## config.mk

```make
export PLATFORM = sky130hd
export DESIGN_NAME = dram_cmd_decoder
export DESIGN_NICKNAME = d
export VERILOG_FILES = /design/src/rtl/dcd_pkg.sv /design/src/rtl/dcd_cmd_decode.sv /design/src/rtl/dcd_power_fsm.sv /design/src/rtl/dcd_bank_tracker.sv /design/src/rtl/dcd_mode_regs.sv /design/src/rtl/dram_cmd_decoder.sv
export SDC_FILE = /design/constraint.sdc
export NUM_CORES = 1
export LEC_CHECK = 0
export BUFFER_PORTS_ARGS = -buffer_cell sky130_fd_sc_hd__buf_2
export CAP_MARGIN = 20
export CELL_PAD_IN_SITES_DETAIL_PLACEMENT = 2
export CELL_PAD_IN_SITES_GLOBAL_PLACEMENT = 2
export CORE_MARGIN = 8
export CORE_UTILIZATION = 37
export DETAILED_ROUTE_END_ITERATION = 6
export PLACE_DENSITY_LB_ADDON = 0.1
export SLEW_MARGIN = 20
export SYNTH_ARGS = -nofsm -noshare
export SYNTH_HDL_FRONTEND = slang
export SYNTH_HIERARCHICAL = 1
export SYNTH_SLANG_ARGS = --single-unit
```

## constraint.sdc

```tcl
create_clock -name clk_i -period 4.35 [get_ports clk_i]
set_clock_uncertainty 0.1 [all_clocks]
set_input_delay 0.435 -clock clk_i [delete_from_list [all_inputs] [get_ports clk_i]]
set_output_delay 0.435 -clock clk_i [all_outputs]
set_load 0.005 [all_outputs]
```

## src/rtl/dcd_pkg.sv

```systemverilog
package dcd_pkg;
  typedef enum logic [2:0] {
    CMD_NOP = 3'd0, CMD_ACT = 3'd1, CMD_RD = 3'd2, CMD_WR = 3'd3,
    CMD_PRE = 3'd4, CMD_REF = 3'd5, CMD_MRS = 3'd6
  } cmd_e;

  typedef enum logic [1:0] {
    PWR_ON = 2'd0, PWR_PPD = 2'd1, PWR_APD = 2'd2, PWR_SR = 2'd3
  } pwr_e;

  localparam int AP_BIT    = 10;  // auto-precharge / all-bank
  localparam int BC_BIT    = 12;  // on-the-fly chop select
  localparam int TERM_BIT  = 2;   // MR1 termination enable
  localparam int BL_LEN_W  = 4;
endpackage

```

## src/rtl/dcd_cmd_decode.sv

```systemverilog
module dcd_cmd_decode
  import dcd_pkg::*;
(
  input  logic cs_ni,
  input  logic ras_ni,
  input  logic cas_ni,
  input  logic we_ni,
  output cmd_e cmd_o
);
  always_comb begin
    cmd_o = CMD_NOP;
    if (!cs_ni) begin
      unique case ({ras_ni, cas_ni, we_ni})
        3'b011:  cmd_o = CMD_ACT;
        3'b101:  cmd_o = CMD_RD;
        3'b100:  cmd_o = CMD_WR;
        3'b010:  cmd_o = CMD_PRE;
        3'b001:  cmd_o = CMD_REF;
        3'b000:  cmd_o = CMD_MRS;
        default: cmd_o = CMD_NOP;
      endcase
    end
  end
endmodule

```

## src/rtl/dcd_power_fsm.sv

```systemverilog
module dcd_power_fsm
  import dcd_pkg::*;
(
  input  logic clk_i,
  input  logic rst_ni,
  input  logic cke_i,
  input  logic raw_ref_i,
  input  logic any_open_i,
  output pwr_e state_o,
  output logic cmd_en_o
);
  pwr_e state_q, state_d;

  always_comb begin
    state_d = state_q;
    if (state_q == PWR_ON) begin
      if (!cke_i) begin
        if (raw_ref_i && !any_open_i) state_d = PWR_SR;
        else if (any_open_i)          state_d = PWR_APD;
        else                          state_d = PWR_PPD;
      end
    end else if (cke_i) begin
      state_d = PWR_ON;
    end
  end

  always_ff @(posedge clk_i or negedge rst_ni) begin
    if (!rst_ni) state_q <= PWR_ON;
    else         state_q <= state_d;
  end

  assign state_o  = state_q;
  assign cmd_en_o = (state_q == PWR_ON) && cke_i;

  // staying in a low-power state needs cke held low
  assert_hold_low_R10: assert property (@(posedge clk_i) disable iff (!rst_ni)
    (state_q != PWR_ON && $past(state_q) != PWR_ON) |-> $past(!cke_i));

  // self-refresh is only entered with every bank idle
  assert_sr_idle_R10: assert property (@(posedge clk_i) disable iff (!rst_ni)
    $rose(state_q == PWR_SR) |-> $past(!any_open_i));
endmodule

```

## src/rtl/dcd_bank_tracker.sv

```systemverilog
module dcd_bank_tracker
  import dcd_pkg::*;
#(
  parameter int NUM_BANKS = 8,
  localparam int BA_W = $clog2(NUM_BANKS)
) (
  input  logic                 clk_i,
  input  logic                 rst_ni,
  input  cmd_e                 cmd_i,
  input  logic [BA_W-1:0]      ba_i,
  input  logic                 ap_i,
  output logic [NUM_BANKS-1:0] open_o,
  output logic                 hit_o
);
  logic [NUM_BANKS-1:0] open_q;

  for (genvar g = 0; g < NUM_BANKS; g++) begin : g_bank
    logic sel;
    assign sel = (ba_i == BA_W'(g));
    always_ff @(posedge clk_i or negedge rst_ni) begin
      if (!rst_ni) begin
        open_q[g] <= 1'b0;
      end else begin
        unique case (cmd_i)
          CMD_ACT: if (sel) open_q[g] <= 1'b1;
          CMD_PRE: if (ap_i || sel) open_q[g] <= 1'b0;
          CMD_RD, CMD_WR: if (ap_i && sel) open_q[g] <= 1'b0;
          default: ;
        endcase
      end
    end
  end

  assign open_o = open_q;
  assign hit_o  = open_q[ba_i];

  assert_pre_all_R4: assert property (@(posedge clk_i) disable iff (!rst_ni)
    (cmd_i == CMD_PRE && ap_i) |=> (open_q == '0));

  assert_act_open_R3: assert property (@(posedge clk_i) disable iff (!rst_ni)
    (cmd_i == CMD_ACT) |=> open_q[$past(ba_i)]);
endmodule

```

## src/rtl/dcd_mode_regs.sv

```systemverilog
module dcd_mode_regs #(
  parameter int NUM_MR = 4,
  parameter int MR_W   = 16,
  parameter int BA_W   = 3,
  localparam int SEL_W = $clog2(NUM_MR)
) (
  input  logic                   clk_i,
  input  logic                   rst_ni,
  input  logic                   we_i,
  input  logic [BA_W-1:0]        ba_i,
  input  logic [MR_W-1:0]        data_i,
  output logic [NUM_MR*MR_W-1:0] mr_flat_o
);
  logic wr_ok;
  // bank bits above the select field must be zero
  assign wr_ok = we_i && (ba_i[BA_W-1:SEL_W] == '0);

  for (genvar g = 0; g < NUM_MR; g++) begin : g_mr
    always_ff @(posedge clk_i or negedge rst_ni) begin
      if (!rst_ni)                                  mr_flat_o[g*MR_W +: MR_W] <= '0;
      else if (wr_ok && ba_i[SEL_W-1:0] == SEL_W'(g)) mr_flat_o[g*MR_W +: MR_W] <= data_i;
    end
  end

  assert_mr_drop_R8: assert property (@(posedge clk_i) disable iff (!rst_ni)
    (we_i && ba_i[BA_W-1:SEL_W] != '0) |=> $stable(mr_flat_o));
endmodule

```

## src/rtl/dram_cmd_decoder.sv

```systemverilog
module dram_cmd_decoder
  import dcd_pkg::*;
#(
  parameter int NUM_BANKS = 8,
  parameter int ADDR_W    = 16,
  parameter int COL_W     = 10,
  parameter int NUM_MR    = 4,
  localparam int BA_W     = $clog2(NUM_BANKS),
  localparam int SEL_W    = $clog2(NUM_MR)
) (
  input  logic                     clk_i,
  input  logic                     rst_ni,
  input  logic                     cke_i,
  input  logic                     cs_ni,
  input  logic                     ras_ni,
  input  logic                     cas_ni,
  input  logic                     we_ni,
  input  logic [BA_W-1:0]          ba_i,
  input  logic [ADDR_W-1:0]        addr_i,
  input  logic                     odt_i,
  output logic [2:0]               cmd_o,
  output logic [BA_W-1:0]          bank_o,
  output logic [ADDR_W-1:0]        row_o,
  output logic [COL_W-1:0]         col_o,
  output logic                     auto_pre_o,
  output logic                     all_bank_o,
  output logic [BL_LEN_W-1:0]      burst_len_o,
  output logic [SEL_W-1:0]         mr_sel_o,
  output logic                     err_o,
  output logic [NUM_BANKS-1:0]     bank_open_o,
  output logic [1:0]               pwr_state_o,
  output logic                     odt_en_o,
  output logic [NUM_MR*ADDR_W-1:0] mr_flat_o
);
  cmd_e raw_cmd, cmd;
  pwr_e pwr;
  logic cmd_en, any_open, hit;
  logic [BL_LEN_W-1:0] bl_d;
  logic [ADDR_W-1:0] mr0, mr1;

  dcd_cmd_decode i_decode (
    .cs_ni(cs_ni), .ras_ni(ras_ni), .cas_ni(cas_ni), .we_ni(we_ni), .cmd_o(raw_cmd)
  );

  assign any_open = |bank_open_o;

  dcd_power_fsm i_power (
    .clk_i(clk_i), .rst_ni(rst_ni), .cke_i(cke_i),
    .raw_ref_i(raw_cmd == CMD_REF), .any_open_i(any_open),
    .state_o(pwr), .cmd_en_o(cmd_en)
  );

  assign cmd = cmd_en ? raw_cmd : CMD_NOP;

  dcd_bank_tracker #(.NUM_BANKS(NUM_BANKS)) i_banks (
    .clk_i(clk_i), .rst_ni(rst_ni), .cmd_i(cmd), .ba_i(ba_i),
    .ap_i(addr_i[AP_BIT]), .open_o(bank_open_o), .hit_o(hit)
  );

  dcd_mode_regs #(.NUM_MR(NUM_MR), .MR_W(ADDR_W), .BA_W(BA_W)) i_mregs (
    .clk_i(clk_i), .rst_ni(rst_ni), .we_i(cmd == CMD_MRS), .ba_i(ba_i),
    .data_i(addr_i), .mr_flat_o(mr_flat_o)
  );

  assign mr0 = mr_flat_o[0 +: ADDR_W];
  assign mr1 = mr_flat_o[ADDR_W +: ADDR_W];
  assign pwr_state_o = pwr;

  always_comb begin
    unique case (mr0[1:0])
      2'b01:   bl_d = addr_i[BC_BIT] ? BL_LEN_W'(8) : BL_LEN_W'(4);
      2'b10:   bl_d = BL_LEN_W'(4);
      default: bl_d = BL_LEN_W'(8);
    endcase
  end

  always_ff @(posedge clk_i or negedge rst_ni) begin
    if (!rst_ni) begin
      cmd_o       <= CMD_NOP;
      bank_o      <= '0;
      row_o       <= '0;
      col_o       <= '0;
      auto_pre_o  <= 1'b0;
      all_bank_o  <= 1'b0;
      burst_len_o <= '0;
      mr_sel_o    <= '0;
      err_o       <= 1'b0;
      odt_en_o    <= 1'b0;
    end else begin
      cmd_o       <= cmd;
      bank_o      <= '0;
      row_o       <= '0;
      col_o       <= '0;
      auto_pre_o  <= 1'b0;
      all_bank_o  <= 1'b0;
      burst_len_o <= '0;
      mr_sel_o    <= '0;
      err_o       <= 1'b0;
      odt_en_o    <= odt_i && mr1[TERM_BIT];
      unique case (cmd)
        CMD_ACT: begin
          bank_o <= ba_i;
          row_o  <= addr_i;
        end
        CMD_RD, CMD_WR: begin
          bank_o      <= ba_i;
          col_o       <= addr_i[COL_W-1:0];
          auto_pre_o  <= addr_i[AP_BIT];
          burst_len_o <= bl_d;
          err_o       <= !hit;
        end
        CMD_PRE: begin
          all_bank_o <= addr_i[AP_BIT];
          bank_o     <= addr_i[AP_BIT] ? '0 : ba_i;
        end
        CMD_MRS: mr_sel_o <= ba_i[SEL_W-1:0];
        default: ;
      endcase
    end
  end

  assert_cs_mask_R1: assert property (@(posedge clk_i) disable iff (!rst_ni)
    (cmd_o != CMD_NOP) |-> $past(!cs_ni));

  assert_err_rw_R9: assert property (@(posedge clk_i) disable iff (!rst_ni)
    err_o |-> (cmd_o == CMD_RD || cmd_o == CMD_WR));

  assert_odt_gate_R11: assert property (@(posedge clk_i) disable iff (!rst_ni)
    odt_en_o |-> $past(odt_i));

  assert_burst_len_R6: assert property (@(posedge clk_i) disable iff (!rst_ni)
    (cmd_o == CMD_RD || cmd_o == CMD_WR) |-> (burst_len_o == 4 || burst_len_o == 8));
endmodule

```

==> summary.txt <==
Status
  – Result of the run: finished clean

Floorplanning
  – Starting Density: a little under two fifths
  – Core area: about 0.013 mm²
  – Die height: approximately 130 µm
  – Total I/O pin count: about 140
  – Die Footprint: around 0.017 mm²
  – Site Rows: 41
  – Chip width: 129 µm

Place
  – Gpl congestion: ~0.74
  – # port buffers: 140
  – Post-DP HPWL: just under 10000 µm
  – Number of placed cells counting well taps: 621

Yosys
  – Proportion of synthesized flip-flops having asynchronous set or reset: 100%
  – Avg Inst Size Synth: around 15 µm²
  – Sequential cell area fraction in the yosys report: between 60 and 70%
  – Cell taking the most area after synthesis: sky130_fd_sc_hd__dfrtp_1
  – Yosys warns: 6
  – Top post-synthesis cells by area: sky130_fd_sc_hd__dfrtp_1, sky130_fd_sc_hd__mux2_2, sky130_fd_sc_hd__mux2_4, sky130_fd_sc_hd__and2_1, sky130_fd_sc_hd__o211ai_2
  – Yosys top cell area share: around 60%
  – Number of instances in the synthesized netlist: between 300 and 400
  – Synth Flop Type: sky130_fd_sc_hd__dfrtp_1
  – Cell with the most instances after synthesis: sky130_fd_sc_hd__dfrtp_1
  – EDFF count, synth: 0
  – Cell area after technology mapping: roughly 0.0047 mm²
  – Number of synthesized register bits: between 100 and 150
  – Yosys cell types: ~50
  – Cell types with the highest counts after synthesis: sky130_fd_sc_hd__dfrtp_1, sky130_fd_sc_hd__mux2_2, sky130_fd_sc_hd__and2_1

Power
  – Worst supply voltage drop on vdd: 0.266 mV
  – Power density relative to cell area: about 430 mW/mm²
  – Standby leakage power: roughly 3.4 nW

Global routing
  – Via count of the first global-routing pass: 3614
  – Wire length of the first global-routing pass: 21300 µm
  – Total routing usage reported by global routing: 17.3%
  – Pin count of the biggest net entering global routing: 44
  – Overall overflow remaining after global route: 0
  – Antenna violations before repair: 0

Layout
  – Diode insertion count for antenna repair: 0
  – Net count of the finished layout: 498
  – Final Non-Filler Cells: between 600 and 700
  – Post-synthesis to final-layout area growth: 30.3%
  – Fraction of layout cells with a size suffix above 1: a little over half
  – Number of fill cells: 1208

Clock tree
  – H-Tree Depth: 4
  – Total CTS buffers: 17
  – Later-pin clock latency in the skew report: ~0.41 ns
  – TritonCTS clock tree: built
  – Clk buf depth: 2
  – Total number of clock tree sinks: roughly 110
  – Clock slew at reported path FFs: ~0.05 ns
  – Master cell of the clock root buffer: sky130_fd_sc_hd__clkbuf_16

Setup path
  – Family with the most delay on the worst path: simple AND/OR/NAND/NOR gates
  – Type of element capturing the critical path: flop
  – Cells along the critical path: buf_2 > a211oi_1 > and4b_2 > and4bb_2 > mux2_2
  – Worst setup SP type: input pin
  – Start point of the critical path: we_ni
  – Critical Path Max Stage Delay: just under 0.8 ns
  – Data required time of the critical path: roughly 4.5 ns
  – Worst Path Buf+Inv: 1
  – Reg2Reg Launch Point: i_power/state_o[1]
  – Crit-path slowest cell: sky130_fd_sc_hd__a211oi_1
  – Worst Reg2Reg Path Length in Cells: 5
  – Cell depth of the worst setup path: 5
  – Worst Setup Path Type: in2reg
  – Worst Path Arrival: slightly below 3 ns
  – Maximum net fanout on the critical path: 16
  – Capture point of the critical path: i_mregs/mr_flat_o[16]
  – Worst R2R Setup Slack: 1.81 ns
  – Worst R2R End: i_mregs/mr_flat_o[16]

STA
  – Final-report setup violation count: 0
  – Time the final worst path needs with I/O delays and setup: ~2.8 ns
  – Number of hold violations in the final report: 0
  – Slew Limit Headroom: between 30 and 40%
  – Post-route fraction of the period consumed by the critical path: between 60% and 70%
  – Transition time at the pin with the least slew margin: 0.936 ns
  – Post-Route Setup TNS: 0 ns
  – Max-slew violations: 0
  – Highest clock frequency the design can meet: around 0.36 GHz
  – RSZ-0062 raised after global routing: false

Drt
  – WL final: about 14000 µm
  – Mean number of vias per cell: ~4.8
  – Initial DRC count: 133
  – Wire length per cell after detailed routing: 20.9 µm
  – Total via count after detailed routing: roughly 3100
  – Initial DRT Pass Iterations: 4
  – Post-detailed-route DRC marker count: 0
  – Number of antenna-violating nets in the routed design: 0

Run
  – # Max-Cap Violations: 0

Worst hold path
  – Worst hold path type: in2reg
## power by group
part	internal [W]	total, W	switching, W	leakage, nW
Sequential	0.00109	0.00112	0.0000222	1.55
Clock	0.000952	0.00139	0.000441	0.293
Combinational	0.0000758	0.000175	0.0000997	1.51
Total	0.00212	0.00268	0.000563	3.35
## worst min-delay path by stage
| stage | start | end | depth (start not counted) |
|---|---|---|---|
| 2_1_floorplan | rst_ni | all_bank_o | 0 |
| 3_3_place_gp | rst_ni | i_mregs/mr_flat_o[27] | 1 |
| 3_5_place_dp | rst_ni | row_o[14] | 1 |
| 4_1_cts | cke_i | i_power/state_o[1] | 2 |
| 5_1_grt | cke_i | i_power/state_o[1] | 2 |
| 6_report | cke_i | i_power/state_o[0] | 2 |
## through the flow
stage | setup slack [ns] | hold slack [ns] | power [W] | cell area (µm²) | util, %
global placement | 1.10 | 0.357 | 0.00130 | 5550 | 44.2
finish | 1.58 | 0.106 | 0.00268 | 6170 | 49.1
CTS | 1.60 | 0.0891 | 0.00273 | 6170 | 49.1
global route | 1.46 | 0.0982 | 0.00279 | 6170 | 49.1
detailed placement | 1.17 | 0.360 | 0.00131 | 5570 | 44.3
floorplan | 1.88 | 0.0394 | 0.00121 | 4740 | -
## registers in the layout, summed over array words and instances (netlist names)
| signal | cells |
|---|---|
| i_mregs/mr_flat_o | 64 |
| all_bank_o | 1 |
| odt_en_o | 1 |
| bank_o | 3 |
| mr_sel_o | 2 |
| row_o | 16 |
| burst_len_o | 2 |
| err_o | 1 |
| i_banks/open_o | 8 |
| i_power/state_o | 2 |
| col_o | 10 |
| auto_pre_o | 1 |
| cmd_o | 3 |
## layer usage
metal	share of wire, %	track usage [%]
met3	5.8	5.34
met1	41	20.2
met4	1.3	6.70
met5	0	0
met2	52	29.1
## repair_timing
action / CTS / global route
gates resized for setup: 0 / 0
endpoints found under the hold margin: 40 / 0
setup endpoints to repair: 0 / 0
hold buffers: 1 / 0
setup buffers: 0 / 0
## cells by family after synthesis
| kind of cell | count (synthesis) | synth area share (%) |
|---|---|---|
| adder cells (fa/ha/maj) | 2 | 0.528 |
| buffers and inverters | 27 | 3.86 |
| multiplexers | 67 | 18.2 |
| AND/OR/NAND/NOR | 73 | 10.7 |
| flip-flops | 114 | 60.2 |
| other | 1 | 0.0792 |
| AO/OA/AOI/OAI | 34 | 6.42 |
## layout make-up
class / count / area, µm² / share of cell area, %
Clock buffer: 25 / 495 / 8.03
Clock inverter: 5 / 100 / 1.62
Inverter: 13 / 51.3 / 0.831
Multi-Input combinational cell: 178 / 1710 / 27.6
Sequential cell: 114 / 2850 / 46.2
Tap cell: 172 / 215 / 3.49
Timing Repair Buffer: 145 / 751 / 12.2
## placed cells by master, fill, tap and decap left out, types with 5 or more instances in the layout
cell type,netlist,layout
sky130_fd_sc_hd__buf_2,3,139
sky130_fd_sc_hd__and2_1,32,32
sky130_fd_sc_hd__clkbuf_16,0,17
sky130_fd_sc_hd__o221ai_1,7,7
sky130_fd_sc_hd__mux2_4,21,21
sky130_fd_sc_hd__mux2_2,44,44
sky130_fd_sc_hd__nor2_1,5,5
sky130_fd_sc_hd__o211ai_2,7,7
sky130_fd_sc_hd__inv_1,12,12
sky130_fd_sc_hd__nand2_1,7,7
sky130_fd_sc_hd__dfrtp_1,114,114
No activity file was read; power rests on OpenSTA's default activity.
